## src/rtl/trunc_array_mul.sv

```systemverilog
module trunc_array_mul #(
  parameter int W    = 8,
  parameter int DROP = 2,
  parameter int CORR = 0
) (
  input  logic           clk,
  input  logic           rst_n,
  input  logic [W-1:0]   a,
  input  logic [W-1:0]   b,
  output logic [2*W-1:0] prod
);

  localparam int PW  = 2 * W;
  localparam int NST = (CORR != 0) ? W + 1 : W;
  localparam logic [PW-1:0] CORR_V = PW'(CORR) << DROP;

  wire [PW-1:0] op  [NST];
  wire [PW-1:0] acc [NST];
  wire [PW-2:0] cy  [1:NST-1];

  genvar k, c;
  generate
    for (k = 0; k < W; k++) begin : g_row
      for (c = 0; c < PW; c++) begin : g_col
        if (c >= DROP && c >= k && c < k + W) begin : g_and
          assign op[k][c] = a[c-k] & b[k];
        end else begin : g_none
          assign op[k][c] = 1'b0;
        end
      end
    end

    if (CORR != 0) begin : g_corr
      assign op[W] = CORR_V;
    end

    assign acc[0] = op[0];

    for (k = 1; k < NST; k++) begin : g_stage
      for (c = 0; c < PW; c++) begin : g_cell
        if (c < DROP) begin : g_cut
          assign acc[k][c] = 1'b0;
          if (c < PW - 1) begin : g_cz
            assign cy[k][c] = 1'b0;
          end
        end else if (c == DROP) begin : g_ha
          assign acc[k][c] = acc[k-1][c] ^ op[k][c];
          if (c < PW - 1) begin : g_hc
            assign cy[k][c] = acc[k-1][c] & op[k][c];
          end
        end else begin : g_fa
          assign acc[k][c] = acc[k-1][c] ^ op[k][c] ^ cy[k][c-1];
          if (c < PW - 1) begin : g_fc
            assign cy[k][c] = (acc[k-1][c] & op[k][c]) |
                              (acc[k-1][c] & cy[k][c-1]) |
                              (op[k][c] & cy[k][c-1]);
          end
        end
      end
    end
  endgenerate

  always_ff @(posedge clk or negedge rst_n) begin
    if (!rst_n) prod <= '0;
    else        prod <= acc[NST-1];
  end

endmodule

```

## config.mk

```make
export PLATFORM = sky130hd
export DESIGN_NAME = trunc_array_mul
export DESIGN_NICKNAME = d
export VERILOG_FILES = /design/src/rtl/trunc_array_mul.sv
export SDC_FILE = /design/constraint.sdc
export NUM_CORES = 1
export LEC_CHECK = 0
export ABC_AREA = 1
export BUFFER_PORTS_ARGS = -buffer_cell sky130_fd_sc_hd__buf_4
export CAP_MARGIN = 30
export CORE_MARGIN = 3
export CORE_UTILIZATION = 30
export DETAILED_ROUTE_END_ITERATION = 10
export HOLD_SLACK_MARGIN = 0.08
export SLEW_MARGIN = 20
export SYNTH_ARGS = -nofsm -noshare
export SYNTH_HDL_FRONTEND = slang
export SYNTH_SLANG_ARGS = --single-unit
export TNS_END_PERCENT = 100
```

## constraint.sdc

```tcl
create_clock -name clk -period 0.8 [get_ports clk]
set_input_delay 0.16 -clock clk [delete_from_list [all_inputs] [get_ports clk]]
set_output_delay 0.16 -clock clk [all_outputs]
set_load 0.005 [all_outputs]
```

==> results of run 1 <==
==> cells in the mapped netlist <==
cell type,instances,area [sq um]
sky130_fd_sc_hd__buf_4,14,105
sky130_fd_sc_hd__conb_1,1,3.75
sky130_fd_sc_hd__dfrtp_1,14,350
sky130_fd_sc_hd__fa_1,47,941
sky130_fd_sc_hd__ha_1,8,100
sky130_fd_sc_hd__inv_1,83,312
sky130_fd_sc_hd__nand2_1,61,229
==> worst paths after layout <==
| check | depth (start not counted) | to | slack, ns | startpoint |
|---|---|---|---|---|
| min | 4 | prod[2] | 0.29 | a[0] |
| max | 24 | prod[14] | -7.28 | b[1] |
| min in group asynchronous | 2 | prod[9] | 0.30 | rst_n |
| max in group asynchronous | 2 | prod[11] | 0.33 | rst_n |
==> where the power goes <==
| part | total [uW] | internal, uW | switching [uW] |
|---|---|---|---|
| Combinational | 6790 | 3540 | 3240 |
| Sequential | 1290 | 1160 | 135 |
| Clock | 701 | 436 | 265 |
==> critical path: cells and delay by family <==
family                   cells  cell delay [ns]
adder cells (fa/ha/maj)     19             7.78
buffers and inverters        4             0.21
AND/OR/NAND/NOR              1             0.05
==> routing by layer <==
metal	wire length, microns	part of all wire
met1	1580	0.42
met2	2050	0.54
met3	81	0.021
met4	68	0.018
met5	0	0
==> kinds of logic after synthesis <==
group / after synthesis / synth area share
fa+ha+maj: 55 / 0.510
simple gates: 61 / 0.112
flops: 14 / 0.172
other cells: 1 / 0.00184
buf+inv: 97 / 0.204
==> final cells by class <==
class	count	area, sq um	area share
multi-input combinational	118	1470	0.537
sequential	14	350	0.128
inverter	83	312	0.114
tap	77	96.3	0.0352
timing repair buffer	50	453	0.166
clock buffer	4	55.1	0.0201
==> stage by stage <==
| stage | cell area, sq um | total power (uW) | worst slack, ns |
|---|---|---|---|
| global placement | 2500 | 6890 | -7.58 |
| floorplan | 2150 | 5510 | -7.41 |
| detailed placement | 2500 | 7030 | -7.66 |
| global route | 2730 | 10000 | -7.44 |
| CTS | 2690 | 8300 | -7.40 |
| finish | 2730 | 8780 | -7.28 |
==> repair_timing <==
action | CTS | global route
pin swaps | 2 | 15
hold buffers | 1 | 0
setup buffers | 1 | 0
endpoints found under the setup margin | 27 | 27
hold endpoints to repair | 14 | 0
resized for setup | 33 | 24
==> results.md, run 1 <==
* Via count of the first global-routing pass at between 1,500 and 2,000
* I/O pin total at 34
* Number of clock buffers inserted by TritonCTS at 3
* Status: finished with violations
* Final Core Density at 0.423
* CP dominant cell by count: sky130_fd_sc_hd__fa_2
* Global-route wire length before repair at 6980 microns
* # DRC at 0
* Number of rows created at floorplan at 29
* Post-DP HPWL at roughly 3200 microns
* Number of antenna violations at the first check in global routing at 0
* Detailed Route WL at between 3000 and 4000 microns
* Filler Cells Inserted at 639
* Maximum number of pins on one net before global-route repair at 15
* Total Die Area at 7830 sq um
* Crit path kind: primary input to flip-flop
* Violation count after the first detailed-route iteration at 31
* Leakage power figure at between 0.001 and 0.0015 uW
* Chain of cells forming the critical path: buf_6 -> nand2_4 -> inv_2 -> ha_4 -> fa_2 -> fa_2 -> fa_2 -> fa_2 -> fa_1 -> fa_2 -> fa_2 -> fa_2 -> fa_2 -> fa_2 -> fa_1 -> fa_2 -> inv_2 -> fa_2 -> fa_2 -> fa_2 -> fa_2 -> fa_2 -> fa_2 -> inv_2
* Core region area at roughly 6500 sq um
* Residual overflow from global routing at 0
* Average footprint of a synthesized cell at roughly 9.0 sq um
* Max Fanout on Critical Path at 3
* Category of the worst setup path capture point: flip-flop
* Setup slack of the critical path after layout at -7.28 ns
* Critical path data arrival time at 8.22 ns
* N_diodes at 0
* Maximum Capacitance Violations at 0
* Horizontal die dimension at roughly 88 microns
* Filler-free cell count of the finished design at 346
* Layout cells sized above 1 at 0.472
* Final setup TNS at -64.67 ns
* Part of the cycle the worst path needs at 10.1
* Sequential element share of the synthesized area at 0.172
* Grt met2 use at 0.194
* Hold Vio Cnt, Final at 0
* CTS tree: yes
* Worst EP required at about 0.95 ns
* Number of buffers between clock root and the deepest sink at 2
* PortBufs at 31
* Commonest non-fill, non-tap cell in the layout: sky130_fd_sc_hd__nand2_1
* Highest attainable clock frequency at about 0.12 GHz
* HP Class: primary input to flip-flop
* Pins over their slew limit at 0
* Count of warnings emitted by yosys at 0
* Via density per instance at roughly 4.0
* Standard cell with the maximum stage delay on the critical path: sky130_fd_sc_hd__fa_2
* Top Registers: prod x14
* Final critical-path required period at about 8.1 ns
* Number of distinct library cells after synthesis at 7
* Post-synthesis to final-layout area growth at 34.0%
* Remaining antenna violation count after routing at 0
* Grt met3 use at 0.0177
* Most frequent cells in the layout: 59 x sky130_fd_sc_hd__nand2_1, 55 x sky130_fd_sc_hd__inv_1, 37 x sky130_fd_sc_hd__fa_2
* Placed cell count at between 300 and 400
* Vertical die dimension at between 80 and 90 microns
* Highest-utilization routing layer at the global route stage: met2
* Summed instance area of the synthesized netlist at between 2000 and 2500 sq um
* Yosys reg bits at 14
* Number of sinks handled by clock tree synthesis at 14
* Pre-antenna DRT Iters at 4
* Syn Inst Count at 228
* Total routing resource utilization after global routing at 0.114
* H-tree depth reported by CTS at 1
* Startpoint kind of the worst setup timing path: primary input
* Worst hold slack at 0.285 ns
* Largest stage delay on the critical path at 0.60 ns
* Max reg flops at 14
* Via total after detailed routing at 1,400
* Violated checks: setup timing
* Grt met1 use at 0.148
* Clock transition time at the flip-flop clock pins of the worst setup and hold paths at 0.06 ns
* Setup repair after global routing missed its margin: true
* Register name with the most flops: prod
* Final setup fails at 27
* Final net count at 343
* WL/cell at 10.9 microns
* Peak supply drop at roughly 1700 uV
* Starting Density at 0.316
* Global placement routability congestion at a little over 0.7
* Power Dens Cells at between 3000 and 4000 nW/um^2
* CTS Root Buffer Type: sky130_fd_sc_hd__clkbuf_8
No activity file was read; power rests on OpenSTA's default activity.
==> run 2: changes to the inputs <==
==> constraint.sdc (replaced) <==
create_clock -name clk -period 7.5 [get_ports clk]
set_input_delay 0.75 -clock clk [delete_from_list [all_inputs] [get_ports clk]]
set_output_delay 0.75 -clock clk [all_outputs]
set_load 0.005 [all_outputs]
==> run 2 against run 1 <==
  * The flow still finishes with violations (setup timing)
  * Hold slack better by 0.053 ns
  * Global-route usage fell by 1.3 points
  * Die area is the same
  * Cell count decreased by 2.3%
  * Combinational power shrank 91%
  * Sequential power is 90% lower
  * Wire length fell by 15%
  * Critical path type unchanged
  * Largest cell class unchanged
==> results.md, run 2 (synthesis results as in run 1) <==
* Number of buffers inserted for hold repair after clock tree synthesis at 0 (-1)
* Number of antenna violations at the first check in global routing at 0 (unchanged)
* PortBufs at 31 (unchanged)
* Crit path kind: primary input to flip-flop
* HP Class: primary input to asynchronous set/reset pin
* Filler Cells Inserted at 669 (+4.7%)
* Part of the cycle the worst path needs at 1.14
* Number of clock buffers inserted by TritonCTS at 3 (unchanged)
* Leakage power figure at 0.00144 uW (-3.2%)
* Worst hold slack at 0.338 ns (+0.0532 ns)
* Violated checks: setup timing
* Number of rows created at floorplan at 29 (unchanged)
* Number of buffers between clock root and the deepest sink at 2 (unchanged)
* Horizontal die dimension at 88.5 microns (unchanged)
* Total Die Area at 7830 sq um (unchanged)
* Number of sinks handled by clock tree synthesis at 14 (unchanged)
* Detailed Route WL at 3230 microns (-15%)
* Startpoint kind of the worst setup timing path: primary input
* Peak supply drop at 159 uV (-90%)
* Post-synthesis to final-layout area growth at 24.2%
* Hold Vio Cnt, Final at 0 (unchanged)
* Clock transition time at the flip-flop clock pins of the worst setup and hold paths at 0.06 ns (about the same)
* Worst EP required at 7.64 ns (+6.69 ns)
* Power Dens Cells at 320 nW/um^2 (-90%)
* H-tree depth reported by CTS at 1 (unchanged)
* Critical path data arrival time at 8.67 ns (+0.45 ns)
* Max Fanout on Critical Path at 4 (+1)
* Highest attainable clock frequency at 0.117 GHz
* Post-DP HPWL at 3050 microns (-5.4%)
* Via density per instance at 4.00 (-1.2%)
* Post-CTS Setup Repair Bufs at 0 (-1)
* Setup repair after global routing missed its margin: true
* Starting Density at 0.316 (unchanged)
* Final net count at 335 (-2.3%)
* Global-route wire length before repair at 6160 microns (-12%)
* Via total after detailed routing at 1,351 (-3.5%)
* Category of the worst setup path capture point: flip-flop
* Commonest non-fill, non-tap cell in the layout: sky130_fd_sc_hd__inv_1
* Final critical-path required period at ~8.5 ns
* Final setup fails at 4 (-85%)
* Register name with the most flops: prod
* Via count of the first global-routing pass at 1,444 (-7.6%)
* Residual overflow from global routing at 0 (unchanged)
* Pins over their slew limit at 0 (unchanged)
* Total routing resource utilization after global routing at 0.101 (-0.0129)
* CTS tree: yes
* Maximum Capacitance Violations at 0 (unchanged)
* Placed cell count at 334 (-1.8%)
* Violation count after the first detailed-route iteration at 38 (+23%)
* Setup slack of the critical path after layout at -1.03 ns (+6.25 ns)
* Pre-antenna DRT Iters at 3 (-1)
* Vertical die dimension at 88.5 microns (unchanged)
* Core region area at 6460 sq um (unchanged)
* # DRC at 0 (unchanged)
* Filler-free cell count of the finished design at 338 (-2.3%)
* Status: finished with violations
* Global placement routability congestion at 0.734 (+2.5%)
* Most frequent cells in the layout: 64 x sky130_fd_sc_hd__inv_1, 59 x sky130_fd_sc_hd__nand2_1, 38 x sky130_fd_sc_hd__buf_4
* Maximum number of pins on one net before global-route repair at 15 (unchanged)
* WL/cell at 9.55 microns (-13%)
* N_diodes at 0 (unchanged)
* Top Registers: prod x14
* I/O pin total at 34 (unchanged)
* Remaining antenna violation count after routing at 0 (unchanged)
* CTS Root Buffer Type: sky130_fd_sc_hd__clkbuf_8
* Max reg flops at 14 (unchanged)
* Layout cells sized above 1 at 0.402 (-0.0698)
## run 2: cell types whose count changed in the layout (fill, tap and decap cells not counted), sizes merged
cell	delta
buf	-7
dlygate4sd3	-1
## run 2: worst max path at each step
stage,start,end,slack (ns),cells after the start
after global routing,a[1],prod[14],-1.19,30
after global placement,a[1],prod[14],-1.48,30
after detailed placement,a[1],prod[14],-1.53,30
after floorplan,a[2],prod[14],-1.30,26
final,a[1],prod[14],-1.03,28
after CTS,a[1],prod[14],-1.11,24
## run 2: report_power, final
part           internal (uW)  switching (uW)
Clock                   46.5            27.9
Sequential               123            7.97
Combinational            303             303
## run 2: through the flow
| stage | TNS (ns) | utilization | setup slack (ns) | total power [uW] | cell area [sq um] |
|---|---|---|---|---|---|
| global route | -3.61 | 0.392 | -1.19 | 950 | 2530 |
| finish | -2.86 | 0.392 | -1.03 | 812 | 2530 |
| floorplan | -4.14 | - | -1.30 | 587 | 2140 |
| CTS | -3.22 | 0.390 | -1.11 | 831 | 2520 |
| global placement | -5.03 | 0.378 | -1.48 | 726 | 2440 |
| detailed placement | -5.33 | 0.378 | -1.53 | 739 | 2440 |
## run 2: layout make-up
class                      instances  area [sq um]  area share
multi-input combinational        118          1390       0.547
clock buffer                       4          55.1      0.0217
timing repair buffer              42           334       0.132
tap                               77          96.3      0.0380
sequential                        14           350       0.138
inverter                          83           312       0.123
## run 2: metal layers
layer  part of all wire  global-route usage
met2               0.54               0.179
met4              0.020              0.0412
met5                  0                   0
met3              0.046              0.0186
met1               0.39               0.121
## run 2: timing repair
action                                  in CTS  in global routing
cloned                                       0                  0
endpoints found under the setup margin       5                  5
resized for setup                           10                 17
pin swaps                                   16                  0
## run 2: worst max-delay path, stage by stage
cell and delay (ns):
sky130_fd_sc_hd__buf_8 0.10, sky130_fd_sc_hd__nand2_2 0.06, sky130_fd_sc_hd__inv_2 0.04, sky130_fd_sc_hd__ha_4 0.15, sky130_fd_sc_hd__fa_2 0.33, sky130_fd_sc_hd__fa_2 0.54
sky130_fd_sc_hd__inv_2 0.04, sky130_fd_sc_hd__fa_2 0.52, sky130_fd_sc_hd__inv_2 0.04, sky130_fd_sc_hd__fa_2 0.32, sky130_fd_sc_hd__inv_2 0.07, sky130_fd_sc_hd__fa_2 0.19
sky130_fd_sc_hd__inv_2 0.04, sky130_fd_sc_hd__fa_2 0.33, sky130_fd_sc_hd__fa_2 0.36, sky130_fd_sc_hd__fa_2 0.34, sky130_fd_sc_hd__fa_2 0.55, sky130_fd_sc_hd__fa_2 0.44
sky130_fd_sc_hd__fa_2 0.40, sky130_fd_sc_hd__fa_2 0.53, sky130_fd_sc_hd__inv_2 0.04, sky130_fd_sc_hd__fa_2 0.38, sky130_fd_sc_hd__fa_2 0.34, sky130_fd_sc_hd__fa_1 0.48
sky130_fd_sc_hd__fa_2 0.40, sky130_fd_sc_hd__fa_2 0.34, sky130_fd_sc_hd__fa_2 0.52, sky130_fd_sc_hd__inv_1 0.04
==> run 3: changes to the inputs <==
- CORE_MARGIN: 3 -> default
- clock period: 7.5 -> 7.3 ns (I/O delays scaled with it)
==> run 3 against run 2 <==
  * The run ends with DRC, setup timing left
  * Wire length hardly changed
  * Clock power is 1% higher
  * Combinational power is 6.3% higher
  * Clock-buffer cell count stayed put
  * Largest cell class unchanged
  * Cell area is 0.30% lower
  * Via count is 0.44% lower
  * Non-clock buffer count is 1 higher
  * Power is 5.3% higher
  * Cell count is 0.30% higher
==> results.md, run 3 (synthesis results as in run 1) <==
* Status: finished with violations
* Violated checks: DRC, setup timing
* Max Fanout on Critical Path at 2 (-2)
* Pins over their slew limit at 0 (unchanged)
* Detailed Route WL at 3230 microns (about the same)
* Number of sinks handled by clock tree synthesis at 14 (unchanged)
* CP delay by family, top: adder cells
* Number of rows created at floorplan at 29 (unchanged)
* Crit path kind: primary input to flip-flop
* Category of the worst setup path capture point: flip-flop
* Via density per instance at 3.97 (-0.74%)
* Worst hold slack at 0.324 ns (-0.0147 ns)
* Final setup fails at 5 (+1)
* # DRC at 4 (+4)
* Setup repair after global routing missed its margin: true
* Worst Path Buf+Inv at 6 (-2)
* Filler-free cell count of the finished design at 339 (+0.30%)
* Part of the cycle the worst path needs at 1.17
* Commonest non-fill, non-tap cell in the layout: sky130_fd_sc_hd__inv_1
* Number of antenna violations at the first check in global routing at 0 (unchanged)
* Maximum number of pins on one net before global-route repair at 15 (unchanged)
* Remaining antenna violation count after routing at 0 (unchanged)
* Number of buffers inserted for hold repair after clock tree synthesis at 0 (unchanged)
* Critical path data arrival time at 8.71 ns (+0.04 ns)
* Number of buffers between clock root and the deepest sink at 2 (unchanged)
* Max reg flops at 14 (unchanged)
* Violation count after the first detailed-route iteration at 16 (-58%)
* Most frequent cells in the layout: 68 x sky130_fd_sc_hd__inv_1, 59 x sky130_fd_sc_hd__nand2_1, 39 x sky130_fd_sc_hd__buf_4
* CTS tree: yes
* Total routing resource utilization after global routing at 0.110 (+0.00905)
* Horizontal die dimension at 84.5 microns (-4.5%)
* Via total after detailed routing at 1,345 (-0.44%)
* PortBufs at 31 (unchanged)
* Starting Density at 0.316 (unchanged)
* Post-DP HPWL at 3060 microns (+0.29%)
* Highest attainable clock frequency at ~0.12 GHz
* WL/cell at 9.53 microns (-0.23%)
* Final net count at 336 (+0.30%)
* CTS Root Buffer Type: sky130_fd_sc_hd__clkbuf_8
* Global placement routability congestion at 0.761 (+3.6%)
* Maximum Capacitance Violations at 0 (unchanged)
* Vertical die dimension at 84.5 microns (-4.5%)
* Setup slack of the critical path after layout at -1.27 ns (-0.241 ns)
* Leakage power figure at 0.00145 uW (+1.1%)
* Worst EP required at 7.44 ns (-0.20 ns)
* Number of clock buffers inserted by TritonCTS at 3 (unchanged)
* Placed cell count at 334 (unchanged)
* I/O pin total at 34 (unchanged)
* Register name with the most flops: prod
* Startpoint kind of the worst setup timing path: primary input
* Post-synthesis to final-layout area growth at 23.9%
* HP Class: primary input to asynchronous set/reset pin
* Total Die Area at 7140 sq um (-8.8%)
* Worst slack after detailed placement at -1.71 ns (-0.180 ns)
* Final critical-path required period at between 8 and 9 ns
* N_diodes at 0 (unchanged)
* Residual overflow from global routing at 0 (unchanged)
* Pre-antenna DRT Iters at 7 (+4)
* Hold Vio Cnt, Final at 0 (unchanged)
* Instance area at placement at 2440 sq um (unchanged)
* Top Registers: prod x14
* Standard cell with the maximum stage delay on the critical path: sky130_fd_sc_hd__fa_2
* Core region area at 6460 sq um (unchanged)
* Via count of the first global-routing pass at 1,528 (+5.8%)
* Post-route cell area at 2530 sq um (-0.30%)
* Clock transition time at the flip-flop clock pins of the worst setup and hold paths at 0.06 ns (about the same)
* Filler Cells Inserted at 652 (-2.5%)
* Layout cells sized above 1 at 0.366 (-0.0359)
* Largest stage delay on the critical path at 0.58 ns (+0.03 ns)
* Peak supply drop at 153 uV (-3.4%)
* Power Dens Cells at 338 nW/um^2 (+5.6%)
* H-tree depth reported by CTS at 1 (unchanged)
* Global-route wire length before repair at 6330 microns (+2.8%)
* CP dominant cell by count: sky130_fd_sc_hd__fa_2
-- run 3: per-stage QoR --
step                setup TNS, ns  total power, uW   util
finish                      -4.04              855  0.391
global placement            -6.09              745  0.378
floorplan                   -5.04              603      -
CTS                         -4.52              861  0.391
global route                -5.08              992  0.391
detailed placement          -6.41              770  0.378
-- run 3: power by group --
| part | internal (uW) | switching [uW] |
|---|---|---|
| sequential | 126 | 8.25 |
| combinational | 324 | 321 |
| clock | 47.7 | 27.7 |
-- run 3: layout make-up --
class	count	area [sq um]	area share
clock buffer	4	55.1	0.0218
inverter	83	312	0.123
multi-input combinational	118	1370	0.543
sequential	14	350	0.139
tap	77	96.3	0.0381
timing repair buffer	43	342	0.135
-- run 3: how the worst max path moves through the flow --
stage,to,cells after the start,from,slack (ns)
6_report,prod[14],26,a[1],-1.27
5_1_grt,prod[14],26,a[1],-1.48
4_1_cts,prod[14],24,a[1],-1.37
3_5_place_dp,prod[14],32,a[1],-1.71
3_3_place_gp,prod[14],26,a[1],-1.66
2_1_floorplan,prod[14],26,a[2],-1.48
-- run 3: what timing repair did --
item                                    CTS  global route
buffers inserted                          1             0
endpoints found under the setup margin    5             6
pin swaps                                12             2
resized for setup                        10             7
-- run 3: per-layer routing --
metal / routed length, microns / global-route usage / vias up
met2: 1800 / 0.224 / 23
met1: 1280 / 0.119 / 661
met5: 0 / 0 / -
met3: 130 / 0.0206 / 2
li1: - / - / 659
met4: 25 / 0.0185 / 0
